[config.mk]
export PLATFORM = sky130hd
export DESIGN_NAME = pageDirectory
export DESIGN_NICKNAME = d
export VERILOG_FILES = /design/src/rtl/pageDirPkg.sv /design/src/rtl/dirData.sv /design/src/rtl/dirCtrl.sv /design/src/rtl/pageDirectory.sv
export SDC_FILE = /design/constraint.sdc
export NUM_CORES = 1
export LEC_CHECK = 0
export BUFFER_PORTS_ARGS = -buffer_cell sky130_fd_sc_hd__buf_2
export CAP_MARGIN = 20
export CORE_MARGIN = 3
export CORE_UTILIZATION = 60
export CTS_CLUSTER_DIAMETER = 50
export DETAILED_ROUTE_END_ITERATION = 12
export GPL_ROUTABILITY_DRIVEN = 0
export PLACE_DENSITY = 0.78
export SLEW_MARGIN = 15
export SYNTH_ARGS = -nofsm -noshare
export SYNTH_HDL_FRONTEND = slang
export SYNTH_HIERARCHICAL = 1
export SYNTH_SLANG_ARGS = --single-unit
[constraint.sdc]
create_clock -name clk -period 4.19 [get_ports clk]
set_clock_uncertainty 0.05 [all_clocks]
set_input_delay 0.2095 -clock clk [delete_from_list [all_inputs] [get_ports clk]]
set_output_delay 0.2095 -clock clk [all_outputs]
set_load 0.02 [all_outputs]
[src/rtl/pageDirPkg.sv]
package pageDirPkg;

  typedef enum logic [2:0] {
    MSG_NONE  = 3'd0,
    MSG_DOWN  = 3'd1,
    MSG_COPY  = 3'd2,
    MSG_INV   = 3'd3,
    MSG_XFER  = 3'd4,
    MSG_GRANT = 3'd5
  } msgKind_e;

  // strobes from control to datapath
  typedef struct packed {
    logic     latch;
    logic     armSingle;
    logic     armInv;
    logic     invSent;
    logic     applyAck;
    logic     upgrade;
    msgKind_e phase;
  } dirStrobe_t;

  // status from datapath to control
  typedef struct packed {
    logic isWrite;
    logic isHolder;
    logic isOwner;
    logic modeW;
    logic invNeeded;
    logic lastInv;
    logic acksDone;
  } dirStatus_t;

endpackage

[src/rtl/dirData.sv]
module dirData
  import pageDirPkg::*;
#(
  parameter int NODES   = 4,
  parameter int ROWS    = 8,
  parameter int PAGE_W  = 4,
  parameter int NODE_W  = 2,
  parameter int SLICE_W = 1
) (
  input  logic              clk,
  input  logic              rstN,
  input  dirStrobe_t        stb,
  input  logic              reqWrite,
  input  logic [PAGE_W-1:0] reqPage,
  input  logic [NODE_W-1:0] reqNode,
  input  logic              ackValid,
  input  logic [PAGE_W-1:0] ackPage,
  input  logic [NODE_W-1:0] ackNode,
  output dirStatus_t        st,
  output logic [PAGE_W-1:0] curPageOut,
  output logic [NODE_W-1:0] tgtNode,
  output logic [NODE_W-1:0] peerNode
);

  localparam int ROW_W = PAGE_W - SLICE_W;
  localparam int CNT_W = NODE_W + 1;

  function automatic logic [CNT_W-1:0] popCount(input logic [NODES-1:0] m);
    popCount = '0;
    for (int i = 0; i < NODES; i++) popCount = popCount + CNT_W'(m[i]);
  endfunction

  function automatic logic [NODE_W-1:0] lowestSet(input logic [NODES-1:0] m);
    lowestSet = '0;
    for (int i = NODES - 1; i >= 0; i--) if (m[i]) lowestSet = NODE_W'(i);
  endfunction

  logic              modeW   [ROWS];
  logic [NODE_W-1:0] owner   [ROWS];
  logic [NODES-1:0]  copyset [ROWS];

  logic [PAGE_W-1:0] curPage;
  logic [NODE_W-1:0] curNode;
  logic              curWrite;
  msgKind_e          doneKind;
  logic [NODES-1:0]  ackMask;
  logic [CNT_W-1:0]  ackCount;
  logic [NODES-1:0]  sendMask;

  logic [ROW_W-1:0]  row;
  logic              entMode;
  logic [NODE_W-1:0] entOwner;
  logic [NODES-1:0]  entSet, reqBit, ownBit, invMask;
  logic [NODE_W-1:0] invTarget;
  logic              ackHit;

  always_comb begin
    row       = curPage[PAGE_W-1:SLICE_W];
    entMode   = modeW[row];
    entOwner  = owner[row];
    entSet    = copyset[row];
    reqBit    = NODES'(1) << curNode;
    ownBit    = NODES'(1) << entOwner;
    invMask   = entSet & ~reqBit & ~ownBit;
    invTarget = lowestSet(sendMask);
    ackHit    = ackValid && (ackPage == curPage) && ackMask[ackNode];

    st.isWrite   = curWrite;
    st.isHolder  = |(entSet & reqBit);
    st.isOwner   = (entOwner == curNode);
    st.modeW     = entMode;
    st.invNeeded = |invMask;
    st.lastInv   = ((sendMask & (sendMask - NODES'(1))) == '0);
    st.acksDone  = (ackCount == '0);

    curPageOut = curPage;
    peerNode   = curNode;
    case (stb.phase)
      MSG_INV:   tgtNode = invTarget;
      MSG_GRANT: tgtNode = curNode;
      default:   tgtNode = entOwner;
    endcase
  end

  // transaction registers
  always_ff @(posedge clk) begin
    if (!rstN) begin
      curPage  <= '0;
      curNode  <= '0;
      curWrite <= 1'b0;
      doneKind <= MSG_NONE;
      ackMask  <= '0;
      ackCount <= '0;
      sendMask <= '0;
    end else begin
      if (stb.latch) begin
        curPage  <= reqPage;
        curNode  <= reqNode;
        curWrite <= reqWrite;
      end
      if (stb.armSingle) begin
        ackMask  <= ownBit;
        ackCount <= CNT_W'(1);
        doneKind <= stb.phase;
      end else if (stb.armInv) begin
        ackMask  <= invMask;
        ackCount <= popCount(invMask);
        sendMask <= invMask;
        doneKind <= MSG_INV;
      end else begin
        if (ackHit) begin
          ackMask[ackNode] <= 1'b0;
          ackCount         <= ackCount - CNT_W'(1);
        end
        if (stb.invSent) sendMask <= sendMask & ~(NODES'(1) << invTarget);
      end
    end
  end

  // directory entries
  always_ff @(posedge clk) begin
    if (!rstN) begin
      for (int r = 0; r < ROWS; r++) begin
        modeW[r]   <= 1'b1;
        owner[r]   <= '0;
        copyset[r] <= NODES'(1);
      end
    end else if (stb.applyAck) begin
      case (doneKind)
        MSG_DOWN: modeW[row] <= 1'b0;
        MSG_COPY: copyset[row] <= entSet | reqBit;
        MSG_INV:  copyset[row] <= entSet & ~invMask;
        MSG_XFER: begin
          owner[row]   <= curNode;
          copyset[row] <= reqBit;
          modeW[row]   <= 1'b1;
        end
        default: ;
      endcase
    end else if (stb.upgrade) begin
      modeW[row]   <= 1'b1;
      copyset[row] <= reqBit;
    end
  end

  assert property (@(posedge clk) disable iff (!rstN)
    ackCount == popCount(ackMask))
    else $error("ack counter out of step with awaited nodes");  // assert_ack_count_R6

  for (genvar r = 0; r < ROWS; r++) begin : g_rowChk
    assert_w_single_copy_R7: assert property (@(posedge clk) disable iff (!rstN)
      modeW[r] |-> (copyset[r] == (NODES'(1) << owner[r])))
      else $error("write-mode page has extra copies");
    assert_owner_holds_R4: assert property (@(posedge clk) disable iff (!rstN)
      copyset[r][owner[r]])
      else $error("owner lost its copy");
  end

endmodule

[src/rtl/dirCtrl.sv]
module dirCtrl
  import pageDirPkg::*;
(
  input  logic       clk,
  input  logic       rstN,
  input  logic       reqFire,
  input  logic       cmdReady,
  input  dirStatus_t st,
  output dirStrobe_t stb,
  output logic       idle,
  output logic       cmdValid,
  output logic [2:0] cmdType
);

  typedef enum logic [2:0] {ST_IDLE, ST_DECIDE, ST_SEND, ST_WAIT, ST_GRANT} state_e;

  state_e   state, stateNext;
  msgKind_e kindReg, kindNext;

  always_comb begin
    stb       = '0;
    stateNext = state;
    kindNext  = kindReg;
    idle      = 1'b0;
    cmdValid  = 1'b0;
    case (state)
      ST_IDLE: begin
        idle = 1'b1;
        if (reqFire) begin
          stb.latch = 1'b1;
          stateNext = ST_DECIDE;
        end
      end
      ST_DECIDE: begin
        if (!st.isWrite) begin
          if (st.isHolder) begin
            kindNext  = MSG_GRANT;
            stateNext = ST_GRANT;
          end else begin
            kindNext      = st.modeW ? MSG_DOWN : MSG_COPY;
            stb.armSingle = 1'b1;
            stateNext     = ST_SEND;
          end
        end else if (st.invNeeded) begin
          kindNext   = MSG_INV;
          stb.armInv = 1'b1;
          stateNext  = ST_SEND;
        end else if (!st.isOwner) begin
          kindNext      = MSG_XFER;
          stb.armSingle = 1'b1;
          stateNext     = ST_SEND;
        end else begin
          stb.upgrade = 1'b1;
          kindNext    = MSG_GRANT;
          stateNext   = ST_GRANT;
        end
      end
      ST_SEND: begin
        cmdValid = 1'b1;
        if (cmdReady) begin
          if (kindReg == MSG_INV) begin
            stb.invSent = 1'b1;
            if (st.lastInv) stateNext = ST_WAIT;
          end else begin
            stateNext = ST_WAIT;
          end
        end
      end
      ST_WAIT: begin
        if (st.acksDone) begin
          stb.applyAck = 1'b1;
          stateNext    = ST_DECIDE;
        end
      end
      ST_GRANT: begin
        cmdValid = 1'b1;
        if (cmdReady) stateNext = ST_IDLE;
      end
      default: stateNext = ST_IDLE;
    endcase
    stb.phase = (state == ST_DECIDE) ? kindNext : kindReg;
    cmdType   = kindReg;
  end

  always_ff @(posedge clk) begin
    if (!rstN) begin
      state   <= ST_IDLE;
      kindReg <= MSG_NONE;
    end else begin
      state   <= stateNext;
      kindReg <= kindNext;
    end
  end

  assert_copy_after_down_R3: assert property (@(posedge clk) disable iff (!rstN)
    (state == ST_SEND && kindReg == MSG_COPY) |-> !st.modeW)
    else $error("copy issued while page still in write mode");

endmodule

[src/rtl/pageDirectory.sv]
module pageDirectory
  import pageDirPkg::*;
#(
  parameter  int NODES   = 4,
  parameter  int PAGES   = 16,
  parameter  int SLICES  = 2,
  localparam int NODE_W  = $clog2(NODES),
  localparam int PAGE_W  = $clog2(PAGES),
  localparam int SLICE_W = $clog2(SLICES),
  localparam int ROWS    = PAGES / SLICES
) (
  input  logic                           clk,
  input  logic                           rstN,
  input  logic                           reqValid,
  output logic                           reqReady,
  input  logic                           reqWrite,
  input  logic [PAGE_W-1:0]              reqPage,
  input  logic [NODE_W-1:0]              reqNode,
  input  logic                           ackValid,
  input  logic [PAGE_W-1:0]              ackPage,
  input  logic [NODE_W-1:0]              ackNode,
  output logic [SLICES-1:0]              cmdValid,
  input  logic [SLICES-1:0]              cmdReady,
  output logic [SLICES-1:0][2:0]         cmdType,
  output logic [SLICES-1:0][PAGE_W-1:0]  cmdPage,
  output logic [SLICES-1:0][NODE_W-1:0]  cmdNode,
  output logic [SLICES-1:0][NODE_W-1:0]  cmdPeer
);

  logic [SLICES-1:0] sliceIdle;

  assign reqReady = sliceIdle[reqPage[SLICE_W-1:0]];

  for (genvar s = 0; s < SLICES; s++) begin : g_slice
    dirStrobe_t stb;
    dirStatus_t st;
    logic       reqFire, ackHere;

    assign reqFire = reqValid && (reqPage[SLICE_W-1:0] == SLICE_W'(s)) && sliceIdle[s];
    assign ackHere = ackValid && (ackPage[SLICE_W-1:0] == SLICE_W'(s));

    dirCtrl i_ctrl (
      .clk      (clk),
      .rstN     (rstN),
      .reqFire  (reqFire),
      .cmdReady (cmdReady[s]),
      .st       (st),
      .stb      (stb),
      .idle     (sliceIdle[s]),
      .cmdValid (cmdValid[s]),
      .cmdType  (cmdType[s])
    );

    dirData #(
      .NODES   (NODES),
      .ROWS    (ROWS),
      .PAGE_W  (PAGE_W),
      .NODE_W  (NODE_W),
      .SLICE_W (SLICE_W)
    ) i_data (
      .clk        (clk),
      .rstN       (rstN),
      .stb        (stb),
      .reqWrite   (reqWrite),
      .reqPage    (reqPage),
      .reqNode    (reqNode),
      .ackValid   (ackHere),
      .ackPage    (ackPage),
      .ackNode    (ackNode),
      .st         (st),
      .curPageOut (cmdPage[s]),
      .tgtNode    (cmdNode[s]),
      .peerNode   (cmdPeer[s])
    );

    assert_cmd_hold_R11: assert property (@(posedge clk) disable iff (!rstN)
      (cmdValid[s] && !cmdReady[s]) |=> (cmdValid[s] && $stable(cmdType[s]) &&
        $stable(cmdPage[s]) && $stable(cmdNode[s]) && $stable(cmdPeer[s])))
      else $error("command changed while stalled");

    assert_inv_not_requester_R6: assert property (@(posedge clk) disable iff (!rstN)
      (cmdValid[s] && cmdType[s] == 3'(MSG_INV)) |-> (cmdNode[s] != cmdPeer[s]))
      else $error("invalidate sent to requester");

    assert_page_in_slice_R2: assert property (@(posedge clk) disable iff (!rstN)
      cmdValid[s] |-> (cmdPage[s][SLICE_W-1:0] == SLICE_W'(s)))
      else $error("command for foreign page on slice lane");
  end

endmodule

Word level (Yosys, flattened, before mapping)

Memory sizes are Yosys's and may differ from the RTL's. A register that Yosys moved wholly into a read port is not among the register bits.
Cells that the tools add are included.

Word-level logic and storage cells: 359
Bits in writable memories: 112
Memories: 6
Register bits after elaboration: 54

Memories:

| memory                    | depth | width | rd ports | clocked after Yosys merged registers in | wr ports | line          | text |
|---|---|---|---|---|---|---|---|
| g_slice[0].i_data.copyset | 8     | 4     | 1        | 1                                       | 8        | dirData.sv:40 | `logic [NODES-1:0] copyset [ROWS];` |
| g_slice[1].i_data.copyset | 8     | 4     | 1        | 1                                       | 8        | dirData.sv:40 |  |
| g_slice[0].i_data.owner   | 8     | 2     | 1        | 1                                       | 8        | dirData.sv:39 | `logic [NODE_W-1:0] owner [ROWS];` |
| g_slice[1].i_data.owner   | 8     | 2     | 1        | 1                                       | 8        | dirData.sv:39 |  |
| g_slice[0].i_data.modeW   | 8     | 1     | 1        | 1                                       | 8        | dirData.sv:38 | `logic modeW [ROWS];` |
| g_slice[1].i_data.modeW   | 8     | 1     | 1        | 1                                       | 8        | dirData.sv:38 |  |

Add/subtract/negate cells: 10
Equal/unequal tests: 36
Bitwise gates (word level): 40
$lt $le $gt $ge: 3
Shift-type cells: 6
Multiplexer cells: 195
Reduce and logical (&&, ||, !) cells: 43

Operator list:

| operator              | count |
|---|---|
| $mux W3               | 56 |
| $mux W1               | 100 |
| $mux W4               | 18 |
| $and A4 B4 Y4         | 14 |
| $eq A3 B2 Y1 const B  | 12 |
| $not A4 Y4            | 9 |
| $pmux W3 S5           | 2 |
| $mux W2               | 14 |
| $reduce_or A4 Y1      | 6 |
| $shl A1 B2 Y4 const A | 6 |
| $eq A3 B3 Y1 const B  | 6 |
| $add A3 B1 Y3         | 4 |
| $eq A3 B1 Y1 const B  | 4 |
| $logic_not A3 Y1      | 4 |
| $reduce_bool A2 Y1    | 6 |
| $reduce_or A2 Y1      | 6 |
| $logic_and A1 B1 Y1   | 11 |
| $or A1 B1 Y1          | 10 |
| $reduce_and A5 Y1     | 2 |
| $eq A4 B4 Y1          | 2 |
| $logic_not A4 Y1      | 2 |
| $ne A2 B1 Y1 const B  | 4 |
| $ne A2 B2 Y1 const B  | 4 |
| $or A4 B4 Y4          | 2 |
| 15 further kinds      | 29 |

Logic depth before layout (Yosys ltp)

Depth after elaboration: 15
Depth in mapped cells: 16
Mapped depth without buffers: 13

Hierarchy

The synthesis kept the hierarchy.

Modules (own cells, without submodules):

| module                       | sequential area each (µm²) | instances | area an instance (µm²) | cells each |
|---|---|---|---|---|
| dirData at g_slice[0].i_data | 2162.1                     | 1         | 4361.7                 | 397 |
| dirData at g_slice[1].i_data | 2162.1                     | 1         | 4332.9                 | 397 |
| dirCtrl                      | 120.1                      | 2         | 474.2                  | 61 |
| pageDirectory                | 0.0                        | 1         | 45.0                   | 5 |

Worst setup path before layout

Ideal clock, no wire load.

Path kind: reg-to-output
Start point: register with a tool-made name
End point: output cmdNode[3] (netlist bit)
Path slack: 0.613 ns
Data arrival time: 3.317 ns
Path buffers: 2
Cell stages (with the launch flop): 13
Cells stage by stage: dfxtp_1 > buf_6 > buf_6 > mux4_2 > mux2_2 > mux4_2 > nor2b_1 > a21oi_1 > a21oi_1 > or4bb_1 > nor3_1 > a21oi_1 > o21ai_0

RTL lines:

| element          | line                | text |
|---|---|---|
| end: declaration | pageDirectory.sv:26 | `output logic [SLICES-1:0][NODE_W-1:0] cmdNode,` |

==> results.cfg <==
[drt]
wl_um = 24520
route.detailed.wl_per_inst_um = 20.42
ant_nets = 0
first_pass_iters = 5
drt-initial-drc-count = 974
vias = 7831
drc_errors = 0
drt-vias-per-instance = 6.520

[worst_setup_path]
critPathArrivalTime_ns = 3.86
critPathMaxStageDelay_ns = 0.58
cp_max_fo = 7
critical_path_buf_inv_count = 3
end_kind = primary output
cp_common_cell = buf_4
cpMaxStageDelayCell = or4bb_4
start_kind = flop
criticalPathCategory = flop to primary output
crit_family = multiplexers
critPathRequiredTime_ns = 3.93
worstPathCellList = buf_4, mux4_2, mux2_4, mux4_2, nor2b_2, a21oi_2, a21oi_1, or4bb_4, buf_4, o221ai_1, buf_4

[final_layout]
nNetsFinal = 1008
synthToLayoutAreaGrowth_pct = 13.50
fillerInstances = 1089
layout-drive-gt1-share_pct = 22.53
fin_cells = 1201
diodes = 0

[timing]
setup_tns_ns = 0
finalSetupViolCount = 0
tightest_slew_ns = 0.9892
fmax_mhz = 242.5
slew_headroom_pct = 33.91
layout_min_cycle_time_ns = 4.123
postLayoutSetupSlackWorst_ns = 0.06709
slew_violations = 0
period_share_pct = 98.40
hold_violations = 0

[die]
placeableCoreArea_um2 = 15480
die_y_um = 133.1
chipWidth_um = 133.1
initial_core_util_pct = 62.57
row_count = 45
boundaryPins = 44
die-area_um2 = 17710

[pwr]
power_leakage_nw = 4.088
p_per_area_nw_per_um2 = 367.2
peakVddDrop_uv = 301.8

[clock_network]
cts_buffers = 17
h-tree-depth = 4
cts.clk_slew.worst_paths_ns = 0.07
cts_tree = done
cts.path.max_buffers = 2
cts_root_buf = clkbuf_16
cts_num_sinks = 172
clock_latency_ns = 0.43

[synthesis]
ys_ff_latch = 172
yosysMostFrequentCell = edfxtp_1
syn_nets = 952
synth_area_leader_cell = edfxtp_1
async_flop_share_pct = 0
syn_avg_cell_area_um2 = 10.52
synthTopCellsByCount = edfxtp_1 (112), nand2_1 (111), nor2_1 (66)
synth_top_area_share_pct = 34.72
syn-instance-count = 921
synth-seq-area-share_pct = 47.11
synthDistinctLibCells = 78
synth_flop_cell = edfxtp_1
synthTopCellsByArea = edfxtp_1 (35%), dfxtp_1 (12%), mux4_2 (7.4%)
syn_area_um2 = 9688
synth_edf_count = 112
yosys_warnings = 6

[placement]
dpl.cell_count = 1148
pre_cts_slack_ns = 0.2336
numPortBuffers = 43
dp_hpwl_um = 16760

[min_path]
min_from = reqPage[1]
hold_class = primary input to flop

[global_route]
antenna_found_initial = 0
grt_pass1_vias = 7209
grt_max_degree = 44
grt_usage_pct = 27.72
globalRouteOverflowTotal = 0
grt_pass1_wl_um = 38740

[status]
status = finished, final reports clean

[flow_run]
cap_viol_max_count = 0
worst paths after layout:
kind                                     endpoint  slack (ns)  cells after the start
setup / recovery                       cmdNode[2]        0.07                     11
hold / removal                               flop        0.04                      3
setup reg to reg  g_slice[0].i_data/copyset[6][2]        0.38                     14
hold reg to reg     g_slice[0].i_data/ackCount[1]        0.42                      2
layout by cell type (no fill, tap or decap), types with 9 or more instances in the layout:
master,count
a211oi_1,11
a21oi_1,43
a21oi_2,12
and2_1,9
and3_1,39
buf_2,41
buf_4,48
clkbuf_16,17
dfxtp_1,57
edfxtp_1,112
ha_1,10
inv_1,34
mux2_4,9
mux2i_1,18
mux4_2,32
nand2_1,111
nand2b_1,11
nor2_1,66
nor3_1,57
nor3b_1,12
o211ai_1,9
o21ai_0,37
o21ai_1,10
o21bai_1,16
xnor2_1,14
registers in the layout, summed over array words and instances, names as in the netlist, named ones only:
register,flops
g_slice.i_data/modeW,16
g_slice.i_data/copyset,64
g_slice.i_ctrl/state,6
g_slice.i_ctrl/cmdType,6
g_slice.i_data/owner,32
g_slice.i_data/peerNode,4
g_slice.i_data/sendMask,8
g_slice.i_data/ackMask,8
g_slice.i_data/curPageOut,8
g_slice.i_data/curWrite,2
g_slice.i_data/doneKind,6
g_slice.i_data/ackCount,6
metrics by stage:
step / cell area [um^2] / total power (W) / util (%) / hold slack, ns
global placement: 10110 / 0.002448 / 65.30 / 0.4075
global route: 11000 / 0.004181 / 71.01 / 0.04896
floorplan: 9688 / 0.002293 / - / 0.3067
CTS: 10830 / 0.004013 / 69.97 / 0.02493
detailed placement: 10110 / 0.002457 / 65.30 / 0.4112
finish: 11000 / 0.004038 / 71.01 / 0.03881
final cells by class:
class | count | area [um^2] | area share [%]
flip-flops and latches | 172 | 4571 | 41.57
inverters | 38 | 142.6 | 1.297
multi-input cells | 653 | 4783 | 43.50
clock inverters | 14 | 153.9 | 1.400
well taps | 211 | 264.0 | 2.401
clock buffers | 18 | 429.2 | 3.903
repair buffers | 95 | 651.9 | 5.929
where the power goes:
group	switching, W	internal, W	total (W)
logic	0.000336	0.000242	0.000578
clock network	0.000707	0.000845	0.00155
registers	0.0000619	0.00185	0.00191
total	0.00111	0.00293	0.00404
worst reg2reg max path: cells and delay by family (launching register included):
family                   cells  cell delay, ns
multiplexers                 2            0.89
AO/OA/AOI/OAI                2            0.42
AND/OR/NAND/NOR              7            1.46
flip-flops                   1            0.34
adder cells (fa/ha/maj)      1            0.13
buffers and inverters        2            0.21
metal layers:
layer / up-vias / track usage, % / part of all wire, %
li1: 3544 / - / -
met1: 3781 / 40.84 / 42
met2: 461 / 42.30 / 46
met3: 45 / 5.209 / 10
met4: 0 / 7.852 / 1.8
met5: - / 0 / 0
kinds of logic (layout without fill, tap and decap cells):
family	after synthesis	in the layout	synth area share, %
xor gates and xnor gates	14	14	1.266
adders and majority gates	12	12	1.705
and+or+nand+nor	356	356	18.79
buffers and inverters	96	165	4.585
AOI/OAI and AO/OA	202	202	14.61
DFF	172	172	47.11
muxes	69	69	11.93
what timing repair did:
action / CTS / global route
pin swaps: 4 / 4
setup endpoints to repair: 4 / 4
hold buffers: 2 / 0
hold endpoints to repair: 2 / 0
buffers inserted: 9 / 10
gates resized for setup: 11 / 24
Power figures use the tool's default switching activity.
